### src/rtl/irq_nest_pkg.sv
package irq_nest_pkg;
  typedef enum logic [1:0] {
    EXIT_NONE   = 2'd0,
    EXIT_UNWIND = 2'd1,
    EXIT_CHAIN  = 2'd2,
    EXIT_THREAD = 2'd3
  } exit_kind_e;

  function automatic exit_kind_e classify_exit(input logic exit_ok, input logic chain_ok,
                                               input logic last_one);
    if (!exit_ok)      return EXIT_NONE;
    else if (chain_ok) return EXIT_CHAIN;
    else if (last_one) return EXIT_THREAD;
    else               return EXIT_UNWIND;
  endfunction
endpackage

### src/rtl/irq_nest_pend.sv
module irq_nest_pend #(
  parameter int NUM_IRQ = 32
) (
  input  logic               clk,
  input  logic               rst_n,
  input  logic [NUM_IRQ-1:0] irq_in,
  input  logic [NUM_IRQ-1:0] sw_set,
  input  logic [NUM_IRQ-1:0] sw_clr,
  input  logic [NUM_IRQ-1:0] take_mask,
  output logic [NUM_IRQ-1:0] pend,
  output logic [NUM_IRQ-1:0] rise
);
  logic [NUM_IRQ-1:0] prev_q;

  assign rise = irq_in & ~prev_q;

  always_ff @(posedge clk or negedge rst_n) begin
    if (!rst_n) begin
      prev_q <= '0;
      pend   <= '0;
    end else begin
      prev_q <= irq_in;
      pend   <= (pend & ~sw_clr & ~take_mask) | rise | sw_set;
    end
  end
endmodule

### src/rtl/irq_nest_arb.sv
module irq_nest_arb #(
  parameter int NUM_IRQ = 32,
  parameter int PRIO_W  = 2,
  localparam int IW     = (NUM_IRQ > 1) ? $clog2(NUM_IRQ) : 1
) (
  input  logic [NUM_IRQ-1:0]        ok,
  input  logic [NUM_IRQ*PRIO_W-1:0] prio_cfg,
  output logic                      win_v,
  output logic [IW-1:0]             win_id,
  output logic [PRIO_W-1:0]         win_p
);
  // Scan from the top line down; "<=" lets a lower number take a tie.
  always_comb begin
    win_v  = 1'b0;
    win_id = '0;
    win_p  = '1;
    for (int i = NUM_IRQ - 1; i >= 0; i--) begin
      if (ok[i] && (!win_v || prio_cfg[i*PRIO_W +: PRIO_W] <= win_p)) begin
        win_v  = 1'b1;
        win_id = IW'(i);
        win_p  = prio_cfg[i*PRIO_W +: PRIO_W];
      end
    end
  end
endmodule

### src/rtl/irq_nest_stack.sv
module irq_nest_stack #(
  parameter int NUM_IRQ = 32,
  parameter int PRIO_W  = 2,
  localparam int IW     = (NUM_IRQ > 1) ? $clog2(NUM_IRQ) : 1,
  localparam int LEVELS = 1 << PRIO_W,
  localparam int LW     = PRIO_W + 1,
  localparam int DW     = $clog2(LEVELS + 1)
) (
  input  logic               clk,
  input  logic               rst_n,
  input  logic               push,
  input  logic [IW-1:0]      push_id,
  input  logic [PRIO_W-1:0]  push_p,
  input  logic               pop,
  output logic [LW-1:0]      cur_lvl,
  output logic [LW-1:0]      post_lvl,
  output logic [DW-1:0]      depth,
  output logic [NUM_IRQ-1:0] active
);
  localparam logic [LW-1:0] BG = LW'(LEVELS);

  logic [LW-1:0] lvl_q [LEVELS];
  logic [IW-1:0] id_q  [LEVELS];
  logic [IW-1:0] top_id;

  always_comb begin
    cur_lvl  = BG;
    post_lvl = BG;
    top_id   = '0;
    for (int k = 0; k < LEVELS; k++) begin
      if (DW'(k + 1) == depth) begin
        cur_lvl = lvl_q[k];
        top_id  = id_q[k];
      end
      if (DW'(k + 2) == depth) post_lvl = lvl_q[k];
    end
  end

  always_ff @(posedge clk or negedge rst_n) begin
    if (!rst_n) begin
      depth  <= '0;
      active <= '0;
      for (int k = 0; k < LEVELS; k++) begin
        lvl_q[k] <= BG;
        id_q[k]  <= '0;
      end
    end else if (pop) begin
      depth  <= depth - DW'(1);
      active <= active & ~(NUM_IRQ'(1) << top_id);
    end else if (push && depth != DW'(LEVELS)) begin
      depth  <= depth + DW'(1);
      active <= active | (NUM_IRQ'(1) << push_id);
      for (int k = 0; k < LEVELS; k++) begin
        if (DW'(k) == depth) begin
          lvl_q[k] <= {1'b0, push_p};
          id_q[k]  <= push_id;
        end
      end
    end
  end
endmodule

### src/rtl/irq_nest_ctrl.sv
module irq_nest_ctrl #(
  parameter int NUM_IRQ = 32,
  parameter int PRIO_W  = 2,
  localparam int IW     = (NUM_IRQ > 1) ? $clog2(NUM_IRQ) : 1,
  localparam int LW     = PRIO_W + 1,
  localparam int DW     = $clog2((1 << PRIO_W) + 1)
) (
  input  logic                      clk,
  input  logic                      rst_n,
  input  logic [NUM_IRQ-1:0]        irq_in,
  input  logic [NUM_IRQ-1:0]        en_mask,
  input  logic [NUM_IRQ*PRIO_W-1:0] prio_cfg,
  input  logic [NUM_IRQ-1:0]        pend_set,
  input  logic [NUM_IRQ-1:0]        pend_clr,
  input  logic                      core_ack,
  input  logic                      core_exit,
  output logic                      irq_req,
  output logic [IW-1:0]             irq_vec,
  output logic                      tail_chain,
  output logic                      thread_ret,
  output logic [LW-1:0]             cur_lvl,
  output logic [NUM_IRQ-1:0]        pend_out,
  output logic [NUM_IRQ-1:0]        act_out
);
  import irq_nest_pkg::*;

  logic [NUM_IRQ-1:0] cand_ok, take_mask, rise;
  logic               win_v, take_ok, exit_ok;
  logic [PRIO_W-1:0]  win_p;
  logic [LW-1:0]      post_lvl;
  logic [DW-1:0]      depth;
  exit_kind_e         exit_kind;

  irq_nest_pend #(.NUM_IRQ(NUM_IRQ)) u_pend (
    .clk(clk), .rst_n(rst_n), .irq_in(irq_in), .sw_set(pend_set), .sw_clr(pend_clr),
    .take_mask(take_mask), .pend(pend_out), .rise(rise)
  );

  assign cand_ok = en_mask & pend_out & ~act_out;

  irq_nest_arb #(.NUM_IRQ(NUM_IRQ), .PRIO_W(PRIO_W)) u_arb (
    .ok(cand_ok), .prio_cfg(prio_cfg), .win_v(win_v), .win_id(irq_vec), .win_p(win_p)
  );

  assign irq_req   = win_v && ({1'b0, win_p} < cur_lvl);
  assign exit_ok   = core_exit && (depth != '0);
  assign take_ok   = core_ack && irq_req && !exit_ok;
  assign take_mask = take_ok ? (NUM_IRQ'(1) << irq_vec) : '0;

  irq_nest_stack #(.NUM_IRQ(NUM_IRQ), .PRIO_W(PRIO_W)) u_stack (
    .clk(clk), .rst_n(rst_n), .push(take_ok), .push_id(irq_vec), .push_p(win_p),
    .pop(exit_ok), .cur_lvl(cur_lvl), .post_lvl(post_lvl), .depth(depth), .active(act_out)
  );

  assign exit_kind  = classify_exit(exit_ok, win_v && ({1'b0, win_p} < post_lvl),
                                    depth == DW'(1));
  assign tail_chain = (exit_kind == EXIT_CHAIN);
  assign thread_ret = (exit_kind == EXIT_THREAD);
endmodule

### config.mk
export PLATFORM = sky130hd
export DESIGN_NAME = irq_nest_ctrl
export DESIGN_NICKNAME = d
export VERILOG_FILES = /design/src/rtl/irq_nest_pkg.sv /design/src/rtl/irq_nest_pend.sv /design/src/rtl/irq_nest_arb.sv /design/src/rtl/irq_nest_stack.sv /design/src/rtl/irq_nest_ctrl.sv
export SDC_FILE = /design/constraint.sdc
export NUM_CORES = 1
export LEC_CHECK = 0
export BUFFER_PORTS_ARGS = -buffer_cell sky130_fd_sc_hd__buf_2
export CAP_MARGIN = 20
export CORE_AREA = 8 8 140 142
export CTS_BUF_LIST = sky130_fd_sc_hd__clkbuf_8
export DETAILED_ROUTE_END_ITERATION = 12
export DIE_AREA = 0 0 148 150
export GPL_ROUTABILITY_DRIVEN = 0
export PLACE_DENSITY_LB_ADDON = 0.08
export SYNTH_ARGS = -nofsm -noshare
export SYNTH_HDL_FRONTEND = slang
export SYNTH_SLANG_ARGS = --single-unit
### constraint.sdc
create_clock -name clk -period 91.7 [get_ports clk]
set_input_delay 13.755 -clock clk [delete_from_list [all_inputs] [get_ports clk]]
set_output_delay 13.755 -clock clk [all_outputs]
set_load 0.005 [all_outputs]
==> flow_metrics.tcl, run 1 <==
set metrics [dict create \
    min_period_over_period_pct 80.92 \
    critPathMaxStageDelay_ns 0.68 \
    syn_inst 1237 \
    synth_edf_count 0 \
    ys_warn_count 0 \
    use_met1_pct 40.07 \
    initial_core_util_pct 58.33 \
    cts_sinks 131 \
    die_h_um 150 \
    yosysMostFrequentCell "nand2_1" \
    finClkSkew_ns 0.01025 \
    hold_viol 0 \
    outcome "complete, no violations" \
    routed-via-count 11008 \
    grt_max_degree 76 \
    cts_resized 0 \
    synth_fp_nets 1503 \
    drive_gt1_share_pct 24.19 \
    cts_tree "done" \
    antenna_found_initial 0 \
    first_global_vias 10614 \
    antenna_cells 0 \
    port_buffers 270 \
    drt_iter0_markers 965 \
    crit_arrival_ns 60.45 \
    yosysTopAreaCellShare_pct 31.07 \
    slowest_stage "nor4_1" \
    rsz0062_at_grt "false" \
    post-cts-setup-buffers 0 \
    synth_ff_type "dfrtp_1" \
    required_ns 77.94 \
    slew_headroom_pct 28.46 \
    hold_path_class "flop to flop" \
    hold_buffers 0 \
    fin_crit_ns 74.20 \
    cpMostUsedCell "ha_1" \
    netlist-cell-type-count 89 \
    htreeDepth 4 \
    grt_overflow 0 \
    fillCellCount 1509 \
    tightestPinTransition_ns 1.064 \
    grt.busiest_layer "met2" \
    netlist_area_mm2 0.01023 \
    slew_viol_final 0 \
    area_delta_synth_final_pct 19.07 \
    cts-root-buf "clkbuf_8" \
    max_freq_mhz 13.48 \
    fin_tns_setup_ns 0 \
    cts_buffer_depth 2 \
    io-pin-count 271 \
    crit_type "input port to primary output" \
    synth_top_area_cell "dfrtp_1" \
    rows 49 \
    ys_seq_area_share_pct 32.10 \
    synthArstFlopShare_pct 100.0 \
    routedWlPerCell_um 20.41 \
    nets 1774 \
    syn_avg_cell_area_um2 8.269 \
    detail_route.first_pass.iterations 7 \
    numCtsBuffers 17 \
    grt_pass1_wl_mm 56.06 \
    die_w_um 148 \
    viasPerCell 6.290 \
    grt_use_met2_pct 50.41 \
    dpl.hpwl_mm 28.29 \
    maxCapViolCount 0 \
    cp_max_fo 12 \
    rrSetupSlack_ns 42.64 \
    ys_seq_elements 131 \
    ant_nets 0 \
    track_usage_pct 31.75 \
    clock_latency_ns 0.48 \
    drt_wl_total_mm 35.72 \
    yosys-top-cells-area "dfrtp_1 31%, ha_1 8.6%, o21ai_0 5.5%, nand2_1 5.5%, inv_1 4.0%" \
    core_mm2 0.01753 \
    drc 0 \
    path_clk_slew_ns 0.09 \
    synth_common_cells "149 x nand2_1, 127 x dfrtp_1, 112 x o21ai_0" \
    setup_viol 0 \
    die-area_mm2 0.02220 \
    use_met3_pct 8.255 \
    critPathLaunchType "input port" \
    critPathCaptureType "primary output" \
]
==> placed cells by master (no fill, tap or decap), types with 5 or more instances in the layout <==
cell and instances:
ha_1 70, nand2b_1 22, a222oi_1 5, o311ai_1 11, a21o_1 10, o31ai_1 12, a211oi_1 8, nand4_1 8
o21a_1 17, mux2_4 7, a221oi_1 9, or3_1 6, inv_1 110, buf_2 269, nand3b_1 27, and3b_1 17
a21oi_1 79, nand2_1 149, a22oi_1 14, a31oi_1 15, nor2b_1 47, o211ai_1 9, clkinv_4 5, o21ai_0 112
nor2_1 70, and2_1 13, o22ai_1 5, o21ai_1 38, nor4_1 12, clkbuf_8 17, mux2_2 9, nand3_1 18
mux2_1 21, or2_2 12, buf_4 8, dfrtp_1 127, nor3_1 29
==> registers in the layout, indices dropped and copies added, names as in the netlist <==
name and flops:
u_stack.active 32, u_pend.prev_q 32, u_stack.depth 3, u_stack.id_q 20, u_pend.pend 32, u_stack.lvl_q 12
==> kinds of logic (layout without fill, tap and decap cells) <==
kind of cell | Yosys count | in the layout | synth area share (%)
multiplexers | 40 | 40 | 4.624
AO/OA/AOI/OAI | 407 | 407 | 26.29
XOR/XNOR | 1 | 1 | 0.08564
flip-flops | 131 | 131 | 32.10
AND/OR/NAND/NOR | 452 | 452 | 22.89
buffers and inverters | 136 | 420 | 5.456
adder cells (fa/ha/maj) | 70 | 70 | 8.563
==> per-layer routing <==
layer	part of all wire, %	wire length (µm)	vias to the layer above
li1	-	-	5068
met1	40	14300	5168
met2	46	16260	654
met3	10	3736	118
met4	4.0	1428	0
met5	0	0	-
==> cell type report <==
cell class                      count  area (µm²)  share of cell area [%]
Timing Repair Buffer              278        1418                   11.64
Tap cell                          229       286.5                   2.353
Sequential cell                   131        3283                   26.96
Inverter                          110       412.9                   3.390
Multi-Input combinational cell    970        6394                   52.50
Clock buffer                       17       234.0                   1.921
Clock inverter                     15       151.4                   1.243
==> worst max-delay path: cells and delay by family <==
family,cells,cell delay [ns]
buf+inv,10,0.81
fa+ha+maj,32,8.90
simple gates,84,14.82
compound gates,92,20.52
mux,4,1.59
==> worst paths after layout <==
path,start,endpoint,cells past startpoint
worst max register to register,u_stack.active[31]$_DFFE_PN0P_,u_stack.active[3]$_DFFE_PN0P_,226
worst max-delay path,en_mask[31],irq_req,222
worst min register to register,u_stack.id_q[15]$_DFFE_PN0P_,u_stack.id_q[15]$_DFFE_PN0P_,1
max in group asynchronous,rst_n,u_pend.pend[10]$_DFF_PN0_,2
worst min-delay path,u_stack.id_q[15]$_DFFE_PN0P_,u_stack.id_q[15]$_DFFE_PN0P_,1
min in group asynchronous,rst_n,u_pend.prev_q[22]$_DFF_PN0_,1
==> metrics by stage <==
| step | area, µm² | cells | util (%) | hold slack (ns) | setup slack [ns] |
|---|---|---|---|---|---|
| after floorplan | 10230 | 1237 | - | 0.4462 | 25.96 |
| after global placement | 11790 | 1718 | 67.26 | 0.4585 | 19.81 |
| after detailed placement | 11790 | 1718 | 67.26 | 0.4753 | 18.59 |
| after CTS | 12180 | 1750 | 69.46 | 0.4933 | 18.42 |
| after global routing | 12180 | 1750 | 69.46 | 0.5035 | 13.46 |
| final | 12180 | 1750 | 69.46 | 0.4935 | 17.50 |
Power of run 1 is not shown: default switching activity piles up to over one toggle a cycle in this logic, so the estimate is an artifact.
==> run 2: changes to the inputs <==
- CORE_AREA: 8 8 140 142 -> 8 8 145 147
- DIE_AREA: 0 0 148 150 -> 0 0 153 155
- clock period: 91.7 -> 70.4 ns (I/O delays scaled with it)
==> run 2 against run 1 <==
Clock skew increased by 0.0026 ns. Sequential share of layout area decreased by 0.17 points. Register-to-register slack got worse by 20 ns. Critical endpoint unchanged. Critical path type unchanged. Worst setup slack got worse by 13 ns. Global-route usage decreased by 2.1 points.
==> flow_metrics.tcl, run 2 (synthesized netlist as in run 1, its figures left out) <==
set metrics [dict create \
    track_usage_pct 29.66 \
    critPathCaptureType "primary output" \
    min_period_over_period_pct 94.32 \
    numCtsBuffers 17 \
    cp_max_fo 12 \
    dr_wl_met3_mm 3.282 \
    fillCellCount 1724 \
    port_buffers 270 \
    critPathLaunchType "input port" \
    core_mm2 0.01895 \
    post-cts-setup-buffers 0 \
    maxCapViolCount 0 \
    path_clk_slew_ns 0.09 \
    hold_viol 0 \
    slowest_stage "a2111oi_1" \
    hold_path_class "flop to flop" \
    nets 1773 \
    die-area_mm2 0.02372 \
    grt_pass1_wl_mm 56.26 \
    reg_top3 "u_pend.pend: 32 flops, u_pend.prev_q: 32 flops, u_stack.active: 32 flops" \
    layout_commonest_cell "buf_2" \
    cts-root-buf "clkbuf_8" \
    rsz0062_at_grt "false" \
    slew_headroom_pct 23.56 \
    viasPerCell 6.155 \
    cts_tree "done" \
    critPathMaxStageDelay_ns 0.61 \
    drc 0 \
    die_h_um 155 \
    detail_route.first_pass.iterations 6 \
    required_ns 59.84 \
    grt_max_degree 76 \
    initial_core_util_pct 53.97 \
    crit_arrival_ns 55.84 \
    drt_iter0_markers 785 \
    fin_tns_setup_ns 0 \
    antenna_found_initial 2 \
    finClkSkew_ns 0.01287 \
    tightestPinTransition_ns 1.147 \
    routedWlPerCell_um 20.42 \
    cts_sinks 131 \
    drt-met1-wl_mm 14.88 \
    top_layer_used "met4" \
    outcome "complete, no violations" \
    cts_buffer_depth 2 \
    htreeDepth 4 \
    clock_latency_ns 0.46 \
    ant_nets 0 \
    slew_viol_final 0 \
    drive_gt1_share_pct 24.74 \
    io-pin-count 271 \
    cpMostUsedCell "ha_1" \
    area_delta_synth_final_pct 19.84 \
    dpl.hpwl_mm 28.74 \
    grt_overflow 0 \
    crit_type "input port to primary output" \
    max_freq_mhz 15.06 \
    wl_met2_mm 16.42 \
    fin_crit_ns 66.40 \
    routed-via-count 10833 \
    first_global_vias 10470 \
    rows 51 \
    drt_wl_total_mm 35.94 \
    setup_viol 0 \
    die_w_um 153 \
    final_cell_mix "269 x buf_2, 149 x nand2_1, 127 x dfrtp_1" \
]
-- run 2: changes by cell type in the layout (fill, tap and decap cells not counted), sizes merged --
cell,previous run,this run
clkbuf,17,19
buf,278,277
clkinvlp,3,2
clkinv,5,4
diode,0,2
-- run 2: metal layers --
metal | track usage [%] | vias up
met4 | 12.82 | 0
met5 | 0 | -
met3 | 6.824 | 100
met2 | 46.79 | 558
met1 | 38.53 | 5103
li1 | - | 5072
-- run 2: final timing paths --
kind                                           startpoint                             to  slack (ns)  depth (start not counted)
setup / recovery                              en_mask[31]                        irq_req        4.00                        223
hold / removal              u_stack.lvl_q[11]$_DFFE_PN1P_  u_stack.lvl_q[11]$_DFFE_PN1P_        0.48                          2
setup reg to reg           u_stack.active[31]$_DFFE_PN0P_       u_pend.pend[2]$_DFF_PN0_       22.56                        227
hold reg to reg             u_stack.lvl_q[11]$_DFFE_PN1P_  u_stack.lvl_q[11]$_DFFE_PN1P_        0.48                          2
max in group asynchronous                           rst_n    u_pend.prev_q[11]$_DFF_PN0_       59.37                          3
min in group asynchronous                           rst_n   u_stack.lvl_q[7]$_DFFE_PN0P_       10.04                          1
-- run 2: through the flow --
step,setup slack [ns],hold WS [ns],instance area (µm²),cells,util (%)
CTS,3.589,0.4759,12190,1757,64.34
finish,4.001,0.4816,12260,1760,64.68
floorplan,11.05,0.4462,10230,1237,-
global route,0.08809,0.4909,12260,1760,64.68
global placement,4.902,0.4571,11790,1725,62.21
detailed placement,3.799,0.4620,11790,1725,62.21
-- run 2: critical path: cells and delay by family --
family	cells	cell delay (ns)
AOI/OAI and AO/OA	92	20.14
adders and majority gates	32	8.83
muxes	4	1.56
and+or+nand+nor	84	13.80
buffers and inverters	11	0.89
-- run 2: timing repair --
action	4_1_cts	5_1_grt
setup endpoints to repair	0	8
hold buffers	0	0
resized for setup	0	10
hold endpoints to repair	0	0
-- run 2: area by class of cell --
class / count / area [µm²] / share of cell area (%)
Tap cell: 238 / 297.8 / 2.429
Multi-Input combinational cell: 970 / 6425 / 52.41
Antenna cell: 2 / 5.005 / 0.04083
Sequential cell: 131 / 3283 / 26.78
Inverter: 110 / 412.9 / 3.368
Timing Repair Buffer: 277 / 1430 / 11.67
Clock inverter: 13 / 142.6 / 1.164
Clock buffer: 19 / 261.5 / 2.133
Power of run 2 is left out for the same reason.
==> run 3: changes to the inputs <==
- CORE_AREA: 8 8 145 147 -> 8 8 146 148
- DIE_AREA: 0 0 153 155 -> 0 0 154 156
- SYNTH_HIERARCHICAL: default -> 1
==> run 3 against run 2 <==
Synthesized area is 1.3% higher. Worst hold slack worse by 0.0033 ns. Via count is 4.8% lower. Sequential cell count stayed put. First-iteration DRC count is 6.5% lower. Register-to-register slack better by 3.4 ns. Core utilization hardly changed. Routed wire length is 3.9% lower. Highest routed layer unchanged. Synthesized cell count is 3.0% lower. Non-clock buffer count is 1 lower.
==> flow_metrics.tcl, run 3 <==
set metrics [dict create \
    outcome "complete, no violations" \
    grt_use_met2_pct 46.10 \
    syn_avg_cell_area_um2 8.637 \
    crit_type "input port to primary output" \
    hold_depth 2 \
    setup_viol 0 \
    dpl.hpwl_mm 27.86 \
    critPathLaunchType "input port" \
    die_h_um 156 \
    drc 0 \
    critPathMaxStageDelay_ns 0.63 \
    clock_latency_ns 0.44 \
    yosysMostFrequentCell "nand2_1" \
    yosysTopAreaCellShare_pct 30.66 \
    cp_top_family "compound AO/OA/AOI/OAI gates" \
    min-delay-start "u_stack/lvl_q[11]$_DFFE_PN1P_" \
    hold-path-endpoint "u_stack/lvl_q[11]$_DFFE_PN1P_" \
    hold_path_class "flop to flop" \
    drive_gt1_share_pct 29.12 \
    grt_pass1_wl_mm 54.30 \
    use_met1_pct 35.57 \
    cts_buffer_depth 2 \
    layout_commonest_cell "buf_2" \
    rows 51 \
    initial_core_util_pct 54.32 \
    grt.busiest_layer "met2" \
    cts-root-buf "clkbuf_8" \
    cpMostUsedCell "ha_1" \
    synthArstFlopShare_pct 100.0 \
    hold_viol 0 \
    fin_crit_ns 63.84 \
    track_usage_pct 28.44 \
    routed-via-count 10311 \
    area_delta_synth_final_pct 19.06 \
    ys_seq_elements 131 \
    slew_viol_final 0 \
    io-pin-count 271 \
    hold_buffers 0 \
    first_global_vias 10351 \
    drt_wl_total_mm 34.53 \
    yosys-top-cells-area "dfrtp_1 31%, ha_1 8.5%, nand2_1 5.1%, a21oi_1 4.7%, nor2_1 4.7%" \
    cts_tree "done" \
    port_buffers 270 \
    htreeDepth 4 \
    netlist-cell-type-count 96 \
    maxCapViolCount 0 \
    cts_resized 0 \
    grt_max_degree 72 \
    crit_arrival_ns 53.28 \
    grt_overflow 0 \
    synth_ff_type "dfrtp_1" \
    use_met3_pct 6.676 \
    critPathBufInv 8 \
    post-cts-setup-buffers 0 \
    viasPerCell 5.998 \
    required_ns 59.84 \
    tightestPinTransition_ns 0.9416 \
    drt_iter0_markers 734 \
    antenna_found_initial 1 \
    die-area_mm2 0.02402 \
    rsz0062_at_grt "false" \
    ys_warn_count 6 \
    slowest_stage "o211ai_2" \
    synth_common_cells "140 x nand2_1, 129 x nor2_1, 127 x dfrtp_1" \
    cp_max_fo 17 \
    synth_edf_count 0 \
    detail_route.first_pass.iterations 5 \
    path_clk_slew_ns 0.06 \
    syn_inst 1200 \
    ant_nets 0 \
    critPathCaptureType "primary output" \
    rrSetupSlack_ns 25.98 \
    final_cell_mix "269 x buf_2, 140 x nand2_1, 129 x nor2_1" \
    routedWlPerCell_um 20.09 \
    die_w_um 154 \
    core_mm2 0.01908 \
    r2r-start "u_pend/pend[31]$_DFF_PN0_" \
    slew_headroom_pct 37.23 \
    finClkSkew_ns 0.01693 \
    cts_sinks 131 \
    fin_tns_setup_ns 0 \
    synth_top_area_cell "dfrtp_1" \
    reg_top3 "u_pend/pend: 32 flops, u_pend/prev_q: 32 flops, u_stack/active: 32 flops" \
    ys_seq_area_share_pct 31.68 \
    min_period_over_period_pct 90.69 \
    netlist_area_mm2 0.01036 \
    synth_fp_nets 1466 \
    r2r_cells 205 \
    r2r-end "u_stack/active[6]$_DFFE_PN0P_" \
    numCtsBuffers 17 \
    max_freq_mhz 15.66 \
    nets 1733 \
]
run 3: changes by cell type after synthesis, sizes merged, moves of 8 or more:
cell    before  now
inv        110   74
a21oi       80  100
nor2b       47   76
nand3b      27    8
o311ai      15    1
and3b       17    0
o21ai      151   77
or2         16    5
a22oi       14    6
nor2        70  133
a211o        4   35
nor4        14   31
run 3: area by class of cell:
| cell class | count | area (µm²) |
|---|---|---|
| fill | 1699 | 6739 |
| multi-input combinational | 966 | 6635 |
| sequential | 131 | 3283 |
| timing repair buffer | 276 | 1399 |
| tap | 238 | 297.8 |
| inverter | 75 | 281.5 |
| clock buffer | 18 | 247.7 |
| clock inverter | 14 | 193.9 |
| antenna | 1 | 2.502 |
run 3: how the worst max path moves through the flow:
stage | depth (start not counted) | endpoint | startpoint | slack (ns)
floorplan | 204 | irq_req | en_mask[31] | 14.03
global placement | 201 | irq_req | en_mask[31] | 8.19
detailed placement | 201 | irq_req | en_mask[31] | 7.37
CTS | 201 | irq_req | en_mask[31] | 7.20
global route | 208 | irq_req | en_mask[31] | 2.67
finish | 202 | irq_req | en_mask[31] | 6.56
run 3: per-stage QoR:
step	instance area (µm²)	setup slack, ns	hold slack, ns	utilization (%)	std cells
final	12340	6.555	0.4783	64.68	1719
after floorplan	10360	14.03	0.4463	-	1200
after detailed placement	11900	7.374	0.4657	62.35	1686
after global routing	12340	2.670	0.4947	64.67	1718
after global placement	11900	8.189	0.4580	62.35	1686
after CTS	12340	7.200	0.4780	64.67	1718
run 3: per-layer routing:
| layer | vias up | routed length (µm) |
|---|---|---|
| li1 | 4891 | - |
| met1 | 4844 | 14650 |
| met2 | 488 | 15730 |
| met3 | 88 | 2855 |
| met4 | 0 | 1306 |
| met5 | - | 0 |
run 3: logic make-up (layout without fill, tap and decap cells):
| kind of cell | after synthesis | after routing | synth area share [%] |
|---|---|---|---|
| AO/OA/AOI/OAI | 335 | 335 | 21.93 |
| XOR/XNOR | 2 | 2 | 0.1690 |
| adder cells (fa/ha/maj) | 70 | 70 | 8.450 |
| buffers and inverters | 103 | 383 | 4.466 |
| flip-flops | 131 | 131 | 31.68 |
| multiplexers | 44 | 44 | 4.732 |
| other | 0 | 1 | 0 |
| AND/OR/NAND/NOR | 515 | 515 | 28.57 |
run 3: worst reg2reg max path, delay by kind of cell (launching register included):
family                     cells  cell delay, ns
AOI/OAI and AO/OA             86           18.96
adders and majority gates     32            8.96
buffers and inverters          5            0.35
DFF                            1            0.37
muxes                          9            2.77
and+or+nand+nor               73           12.92
Power of run 3 is left out for the same reason.
